<file path="src/rtl/cordic_rot_pkg.sv">
package cordic_rot_pkg;

   typedef enum logic [1:0] {
      PH_ROTATE = 2'd0,
      PH_COS    = 2'd1,
      PH_SIN    = 2'd2
   } phase_t;

endpackage

</file>
<file path="src/rtl/cordic_rot_step.sv">
module cordic_rot_step #(
   parameter int ACC_W = 22,
   parameter int SH_W  = 4
) (
   input  logic signed [ACC_W-1:0] x_i,
   input  logic signed [ACC_W-1:0] y_i,
   input  logic        [SH_W-1:0]  sh_i,
   input  logic                    neg_i,
   output logic signed [ACC_W-1:0] x_o,
   output logic signed [ACC_W-1:0] y_o
);

   logic signed [ACC_W-1:0] x_sh;
   logic signed [ACC_W-1:0] y_sh;

   assign x_sh = x_i >>> sh_i;
   assign y_sh = y_i >>> sh_i;

   always_comb begin
      if (neg_i) begin
         x_o = x_i + y_sh;
         y_o = y_i - x_sh;
      end else begin
         x_o = x_i - y_sh;
         y_o = y_i + x_sh;
      end
   end

endmodule

</file>
<file path="src/rtl/cordic_rot_seq.sv">
module cordic_rot_seq
   import cordic_rot_pkg::*;
#(
   parameter int ITERS = 16,
   parameter int CNT_W = 4
) (
   input  logic             clk,
   input  logic             rst_n,
   input  logic             in_fire,
   input  logic             out_fire,
   output phase_t           phase,
   output logic [CNT_W-1:0] step
);

   localparam logic [CNT_W-1:0] LAST_STEP = CNT_W'(ITERS - 1);

   always_ff @(posedge clk) begin
      if (!rst_n) begin
         phase <= PH_ROTATE;
         step  <= '0;
      end else begin
         unique case (phase)
            PH_ROTATE: if (in_fire) begin
               if (step == LAST_STEP) begin
                  step  <= '0;
                  phase <= PH_COS;
               end else begin
                  step <= step + 1'b1;
               end
            end
            PH_COS:  if (out_fire) phase <= PH_SIN;
            PH_SIN:  if (out_fire) phase <= PH_ROTATE;
            default: phase <= PH_ROTATE;
         endcase
      end
   end

endmodule

</file>
<file path="src/rtl/cordic_rot_fmt.sv">
module cordic_rot_fmt #(
   parameter int ACC_W = 22,
   parameter int OUT_W = 16,
   parameter bit ROUND = 1'b0
) (
   input  logic signed [ACC_W-1:0] acc_i,
   output logic signed [OUT_W-1:0] res_o
);

   localparam int DROP = ACC_W - OUT_W;

   generate
      if (ROUND) begin : g_round
         logic signed [ACC_W:0] biased;
         assign biased = {acc_i[ACC_W-1], acc_i} + (ACC_W+1)'(1 << (DROP - 1));
         assign res_o  = biased[ACC_W-1:DROP];
      end else begin : g_trunc
         assign res_o = acc_i[ACC_W-1:DROP];
      end
   endgenerate

endmodule

</file>
<file path="src/rtl/cordic_rot.sv">
module cordic_rot
   import cordic_rot_pkg::*;
#(
   parameter int  OUT_W  = 16,
   parameter int  ACC_W  = 22,
   parameter int  ITERS  = 16,
   parameter real K_GAIN = 0.60725,
   parameter bit  ROUND  = 1'b0
) (
   input  logic             clk,
   input  logic             rst_n,
   input  logic             in_valid,
   output logic             in_ready,
   input  logic             in_dir,
   output logic             out_valid,
   input  logic             out_ready,
   output logic [OUT_W-1:0] out_data,
   output logic             out_last
);

   localparam int CNT_W  = (ITERS > 1) ? $clog2(ITERS) : 1;
   localparam int FRAC_W = ACC_W - 2;
   localparam logic signed [ACC_W-1:0] K_FIX =
      ACC_W'(longint'(K_GAIN * (2.0 ** FRAC_W)));

   generate
      if (ACC_W <= OUT_W) begin : g_bad_width
         $error("cordic_rot: ACC_W must exceed OUT_W");
      end
      if (ITERS < 2 || ITERS >= ACC_W) begin : g_bad_iters
         $error("cordic_rot: ITERS must be in 2..ACC_W-1");
      end
   endgenerate

   phase_t                  phase;
   logic [CNT_W-1:0]        step;
   logic                    in_fire;
   logic                    out_fire;
   logic signed [ACC_W-1:0] x_q, y_q;
   logic signed [ACC_W-1:0] x_src, y_src;
   logic signed [ACC_W-1:0] x_nxt, y_nxt;
   logic signed [ACC_W-1:0] sel_acc;
   logic signed [OUT_W-1:0] sel_res;

   assign in_ready  = (phase == PH_ROTATE);
   assign out_valid = (phase == PH_COS) || (phase == PH_SIN);
   assign out_last  = (phase == PH_SIN);
   assign in_fire   = in_valid && in_ready;
   assign out_fire  = out_valid && out_ready;

   cordic_rot_seq #(.ITERS(ITERS), .CNT_W(CNT_W)) u_seq (
      .clk      (clk),
      .rst_n    (rst_n),
      .in_fire  (in_fire),
      .out_fire (out_fire),
      .phase    (phase),
      .step     (step)
   );

   // Step zero starts from the constant pair, merging reload with rotation 0.
   assign x_src = (step == '0) ? K_FIX : x_q;
   assign y_src = (step == '0) ? '0    : y_q;

   cordic_rot_step #(.ACC_W(ACC_W), .SH_W(CNT_W)) u_step (
      .x_i   (x_src),
      .y_i   (y_src),
      .sh_i  (step),
      .neg_i (in_dir),
      .x_o   (x_nxt),
      .y_o   (y_nxt)
   );

   always_ff @(posedge clk) begin
      if (!rst_n) begin
         x_q <= '0;
         y_q <= '0;
      end else if (in_fire) begin
         x_q <= x_nxt;
         y_q <= y_nxt;
      end
   end

   assign sel_acc = out_last ? y_q : x_q;

   cordic_rot_fmt #(.ACC_W(ACC_W), .OUT_W(OUT_W), .ROUND(ROUND)) u_fmt (
      .acc_i (sel_acc),
      .res_o (sel_res)
   );

   assign out_data = sel_res;

endmodule

</file>
<file path="config.mk">
export PLATFORM = sky130hd
export DESIGN_NAME = cordic_rot
export DESIGN_NICKNAME = d
export VERILOG_FILES = /design/src/rtl/cordic_rot_pkg.sv /design/src/rtl/cordic_rot_step.sv /design/src/rtl/cordic_rot_seq.sv /design/src/rtl/cordic_rot_fmt.sv /design/src/rtl/cordic_rot.sv
export SDC_FILE = /design/constraint.sdc
export NUM_CORES = 1
export LEC_CHECK = 0
export CAP_MARGIN = 10
export CORE_ASPECT_RATIO = 1.25
export CORE_MARGIN = 2
export CORE_UTILIZATION = 59
export DETAILED_ROUTE_END_ITERATION = 12
export GPL_TIMING_DRIVEN = 1
export PLACE_DENSITY_LB_ADDON = 0.12
export SLEW_MARGIN = 20
export SYNTH_ARGS = -nofsm -noshare
export SYNTH_HDL_FRONTEND = slang
export SYNTH_SLANG_ARGS = --single-unit
</file>
<file path="constraint.sdc">
create_clock -name clk -period 5.6 [get_ports clk]
set_input_delay 0.84 -clock clk [delete_from_list [all_inputs] [get_ports clk]]
set_output_delay 0.84 -clock clk [all_outputs]
set_load 0.01 [all_outputs]
</file>
==> run metrics, run 1 <==
number of global-route vias before repair 9602; outcome finished clean; Clk pin slew, worst setup/hold paths 0.08 ns; R2R cell count 22; fin worst setup slack 0.207 ns; Worst Tran Pin Value 0.909 ns; kind of critical path flip-flop to flip-flop; Tmin final 5.39 ns; global-route wire length before repair 52500 um; post-route ant nets 0; CP arrival 5.61 ns; FF+latch count, synth 50; CTS root buf clkbuf_16; placer congestion estimate 1.02; Post-Synthesis Cells 1267; Final Max Slew Viols 0; WL/cell 22.3 um; setup TNS 0 ns; DRT iter0 DRCs 873; Worst R2R End y_q[21]$_SDFFE_PN0P_; Non-Filler Cell Area, Final 0.0103 mm2; Clk Latency, worst-skew pair 0.32 ns; Initial Util 60.6%; TritonCTS clock tree yes; CTS Buf Count 5; r2r startpoint u_seq.step[0]$_SDFFE_PN0P_; setup violators final 0; grt ovf 0; number of antenna diodes 0; vias per cell 6.74; ys async rst share 0%; Critical Path Source u_seq.step[0]$_SDFFE_PN0P_; worst-path fanout max 13; WHS 0.478 ns; post-synthesis sequential area ratio 10.6%; DRT Pass-1 Iters 7; htree depth 2; crit start category flip-flop; layout cell share with drive strength beyond 1 18.0%; flop2flop setup slack 0.21 ns; P_leak 4.08 nW; power per cell area 328 mW/mm2; hold path cells 2; Final Util 65.9%; Worst Hold Class flip-flop to flip-flop; DRC 0; Die ar. 0.0171 mm2; non-filler instance count after layout 1496; Hold Vio Cnt, Final 0; Endpoint, Worst Hold y_q[1]$_SDFFE_PN0P_; Post-synth EDFFs 0; placed cell area 0.0100 mm2; die height 146 um; Synth Area per Inst 7.48 um2; power consumption 3.38 mW; Fmax 0.185 GHz; Area Overhead vs Synth 8.71%; # fillers 1440; all-layer global routing usage 38.2%; largest net degree at the start of global routing 89; Post-Place Setup Slack 0.0924 ns; Nets 1333; Chip Width 117 um; PortBufs 23; CTS max path bufs 2; VDD IR max 237 uV; DRT Wirelength 33300 um; worst path required time 5.81 ns; Tcrit/Tclk final 96.3%; Max-Cap Viols 0; initial antenna violation count 0; Core ar. 0.0156 mm2; postcts setup bufs 0; # rows 51; Post-synth top flop dfxtp_1; Synth Cell Area 0.00948 mm2; Slew HR 39.3%; HPWL Detailed 25100 um; IO Pins 24; Vias 10100; TritonCTS sink count 50; Clock Skew 0.0124 ns; Yosys Warn Count 0; Crit. End Element flip-flop; Hold Startpoint y_q[1]$_SDFFE_PN0P_; DP Cell Count 1488; Syn Nets 1317; Distinct cells, synth 119
==> layout by cell type, fill, tap and decap left out, types with 7 or more instances in the layout <==
master	instances
a211oi_1	20
a22oi_1	15
a211o_1	12
and3_1	11
and2_1	36
a21oi_1	96
nor3_1	43
ha_1	40
buf_4	76
mux2i_1	32
nand2_1	116
mux2_2	39
a221oi_1	8
o31ai_1	12
o21a_1	8
o211ai_1	11
nand2b_1	19
clkdlybuf4s50_1	23
xor2_1	32
nor2b_1	9
nor2_1	104
or3_1	8
a21o_1	12
a31oi_1	23
nand3_1	25
xnor2_1	57
inv_1	46
o21ai_0	84
dfxtp_1	46
o32ai_1	7
==> cell type report <==
cell class                      instances  area, um2  area share, %
Clock inverter                          1       30.0          0.291
Timing Repair Buffer                  103        872           8.46
Multi-Input combinational cell       1072       7770           75.4
Tap cell                              212        265           2.57
Clock buffer                            7        164           1.59
Sequential cell                        50       1010           9.79
Inverter                               51        199           1.93
==> sequential cells by signal, summed over array words and instances (netlist names) <==
| register | flops |
|---|---|
| x_q | 22 |
| y_q | 22 |
| u_seq.step | 4 |
| u_seq.phase | 2 |
==> critical path, stage by stage, from the launching register on <==
cell and delay (ns):
dfxtp_4 0.37, inv_6 0.06, ha_4 0.12, buf_4 0.21, nor2b_1 0.39, buf_4 0.25, o21ai_0 0.08, a211oi_1 0.60
o32ai_2 0.22, and2_4 0.21, a41oi_2 0.26, xnor2_2 0.12, ha_1 0.35, o211a_1 0.25, nand2_1 0.06, o311ai_1 0.11
a2111oi_2 0.43, nor2_1 0.09, a211o_1 0.34, a21oi_2 0.22, a21oi_2 0.09, and4_4 0.18, o31a_1 0.28
==> report_power, final <==
part / total, mW / switching, mW / internal [mW] / leakage, nW
Clock: 0.428 / 0.176 / 0.252 / 0.0953
Combinational: 2.34 / 1.29 / 1.05 / 3.57
Sequential: 0.617 / 0.181 / 0.436 / 0.414
==> timing repair <==
item,4_1_cts,5_1_grt
hold buffers,0,0
setup endpoints to repair,0,16
resized for setup,0,15
==> how the worst max path moves through the flow <==
stage	slack (ns)	cells after the start	endpoint
finish	0.21	22	y_q[21]$_SDFFE_PN0P_
CTS	0.08	22	y_q[21]$_SDFFE_PN0P_
floorplan	0.04	27	y_q[21]$_SDFFE_PN0P_
global route	-0.002	22	x_q[18]$_SDFFE_PN0P_
global placement	0.07	22	y_q[21]$_SDFFE_PN0P_
detailed placement	0.09	22	y_q[21]$_SDFFE_PN0P_
==> metal layers <==
layer  global-route usage, %  wire length [um]  part of all wire [%]  up-vias
li1                        -                 -                     -     4715
met1                    47.3             13300                    40     4792
met2                    64.0             15700                    47      459
met3                    6.39              2680                   8.0      120
met4                    18.9              1680                   5.0        0
met5                       0                 0                     0        -
==> cells in the mapped netlist, types with 36 or more instances <==
cell type,count,area (um2)
ha_1,43,538
xnor2_1,58,508
nor2_1,105,394
mux2_2,39,439
a21oi_1,98,490
nand2_1,117,439
nor3_1,44,220
dfxtp_1,50,1000
inv_1,48,180
and2_1,36,225
o21ai_0,84,420
clkbuf_1,42,158
==> cells by family (layout without fill, tap and decap cells) <==
family	count (synthesis)	count (layout)	synth area share (%)
and+or+nand+nor	437	437	23.7
AOI/OAI and AO/OA	411	411	30.4
buffers and inverters	145	162	9.24
xor gates and xnor gates	97	97	10.0
muxes	78	78	9.58
DFF	50	50	10.6
adders and majority gates	49	49	6.52
(Power assumes the default switching activity.)
==> run 2: changes to the inputs <==
- CORE_ASPECT_RATIO: 1.25 -> 0.75
- SLEW_MARGIN: 20 -> not set
==> run metrics, run 2 (synthesized netlist as in run 1, its figures left out) <==
outcome finished clean; Clk Latency, worst-skew pair 0.31 ns (about the same); crit path cell chain inv_6, ha_4, or3b_4, a2111oi_4, nor3_2, nor3_2, a21oi_2, inv_2, ha_4, o31ai_4, nor4_4, a41oi_2, xnor2_2, ha_4, buf_4, nor2_1, o311ai_0, a2111oi_4, nor2_1, a211o_1, a21oi_2, a21oi_2, and4_4, o31a_1; Hold Startpoint y_q[1]$_SDFFE_PN0P_; DRC 0 (unchanged); DRT Wirelength 31800 um (-4.7%); commonest non-fill, non-tap cells in the layout 117 x nand2_1, 105 x nor2_1, 96 x a21oi_1; Initial Util 59.7% (-0.88 points); number of antenna diodes 0 (unchanged); DP Cell Count 1468 (-1.3%); R2R cell count 24 (+9.1%); non-filler instance count after layout 1484 (-0.80%); DRT Pass-1 Iters 5 (-2); Fmax 0.186 GHz (+0.50%); vias per cell 6.65 (-1.4%); Hold Buf Count CTS 0 (unchanged); Top Registers x_q (22), y_q (22), u_seq.step (4); Nets 1323 (-0.75%); register area 0.00101 mm2 (unchanged); CTS max path bufs 2 (unchanged); Worst Hold Class flip-flop to flip-flop; worst path required time 5.81 ns (about the same); Core ar. 0.0159 mm2 (+1.5%); grt ovf 0 (unchanged); CP delay by family, top compound AO/OA/AOI/OAI gates; HPWL Detailed 23600 um (-5.9%); Hold Vio Cnt, Final 0 (unchanged); global-route wire length before repair 48800 um (-7.0%); Clk pin slew, worst setup/hold paths 0.08 ns (about the same); placer congestion estimate 0.953 (-6.9%); # rows 40 (-22%); Max-Cap Viols 0 (unchanged); Final Max Slew Viols 0 (unchanged); worst-path fanout max 8 (-5); largest net degree at the start of global routing 89 (unchanged); IO Pins 24 (unchanged); CTS root buf clkbuf_16; r2r startpoint u_seq.step[0]$_SDFFE_PN0P_; Crit. path cell count 24 (+9.1%); setup TNS 0 ns (unchanged); Worst Tran Pin Value 0.945 ns (+0.0362 ns); VDD IR max 245 uV (+3.1%); Critical Path Source u_seq.step[0]$_SDFFE_PN0P_; post-route ant nets 0 (unchanged); power per cell area 322 mW/mm2 (-1.9%); cell at the slowest stage of the critical path a2111oi_4; Non-Filler Cell Area, Final 0.0102 mm2 (-0.98%); P_leak 4.02 nW (-1.3%); Crit. End Element flip-flop; htree depth 2 (unchanged); number of global-route vias before repair 8720 (-9.2%); all-layer global routing usage 36.3% (-1.8 points); Final Util 64.3% (-1.6 points); Die ar. 0.0171 mm2 (about the same); Slew HR 36.8% (-2.5 points); CP max stage delay 0.47 ns (-0.13 ns); hold path cells 2 (unchanged); buffers and inverters on the worst path 3 (unchanged); # fillers 1437 (-0.21%); CTS Buf Count 5 (unchanged); layout cell share with drive strength beyond 1 17.0% (-0.96 points); DRT iter0 DRCs 1024 (+17%); crit start category flip-flop; TritonCTS sink count 50 (unchanged); initial antenna violation count 0 (unchanged); Chip Width 150 um (+28%); Vias 9869 (-2.2%); WHS 0.499 ns (+0.0211 ns); Tcrit/Tclk final 95.8% (-0.48 points); WL/cell 21.4 um (-3.9%); Area Overhead vs Synth 7.64%; multi-input logic area 0.00777 mm2 (unchanged); die height 114 um (-22%); commonest non-fill, non-tap cell in the layout nand2_1; CP arrival 5.58 ns (-0.03 ns); setup violators final 0 (unchanged); Clock Skew 0.0103 ns (-0.00210 ns); Tmin final 5.37 ns (-0.0267 ns); TritonCTS clock tree yes; kind of critical path flip-flop to flip-flop; PortBufs 23 (unchanged); placed cell area 0.00988 mm2 (-1.5%)
run 2: power by group:
part	switching (mW)	leakage (nW)	total, mW	internal, mW
Sequential	0.172	0.414	0.608	0.436
Clock	0.167	0.0836	0.378	0.210
Combinational	1.28	3.52	2.30	1.02
run 2: worst register-to-register path, delay by kind of cell, from the launching register on:
| family | cells | cell delay [ns] |
|---|---|---|
| AND/OR/NAND/NOR | 7 | 1.52 |
| flip-flops | 1 | 0.38 |
| adder cells (fa/ha/maj) | 3 | 0.49 |
| AO/OA/AOI/OAI | 10 | 2.39 |
| buffers and inverters | 3 | 0.30 |
| XOR/XNOR | 1 | 0.21 |
run 2: final timing paths:
kind              slack, ns                    to
setup / recovery       0.23  y_q[21]$_SDFFE_PN0P_
hold / removal         0.50   y_q[1]$_SDFFE_PN0P_
hold reg to reg        0.50   y_q[1]$_SDFFE_PN0P_
setup reg to reg       0.23  y_q[21]$_SDFFE_PN0P_
run 2: layer usage:
layer,share of wire [%],routed length (um),global-route usage (%),up-vias
met3,9.2,2920,5.40,56
met1,44,14100,53.1,4668
met4,2.0,649,8.55,0
met5,0,0,0,-
met2,44,14100,56.2,454
li1,-,-,-,4691
run 2: layout make-up:
cell class,count,share of cell area (%)
Timing Repair Buffer,92,7.86
Clock buffer,5,1.23
Clock inverter,3,0.392
Inverter,51,1.95
Sequential cell,50,9.88
Tap cell,210,2.58
Multi-Input combinational cell,1073,76.1
run 2: through the flow:
stage | power, mW | setup slack, ns
final | 3.29 | 0.234
after global routing | 3.53 | -0.0530
after CTS | 3.21 | 0.0463
after detailed placement | 2.82 | -0.0116
after global placement | 2.80 | 0.136
after floorplan | 2.24 | 0.0397
run 2: repair_timing:
| action | CTS | global route |
|---|---|---|
| endpoints found under the setup margin | 2 | 20 |
| resized for setup | 1 | 14 |
| pin swaps | 0 | 15 |
| gates cloned | 0 | 2 |
| setup buffers | 0 | 6 |
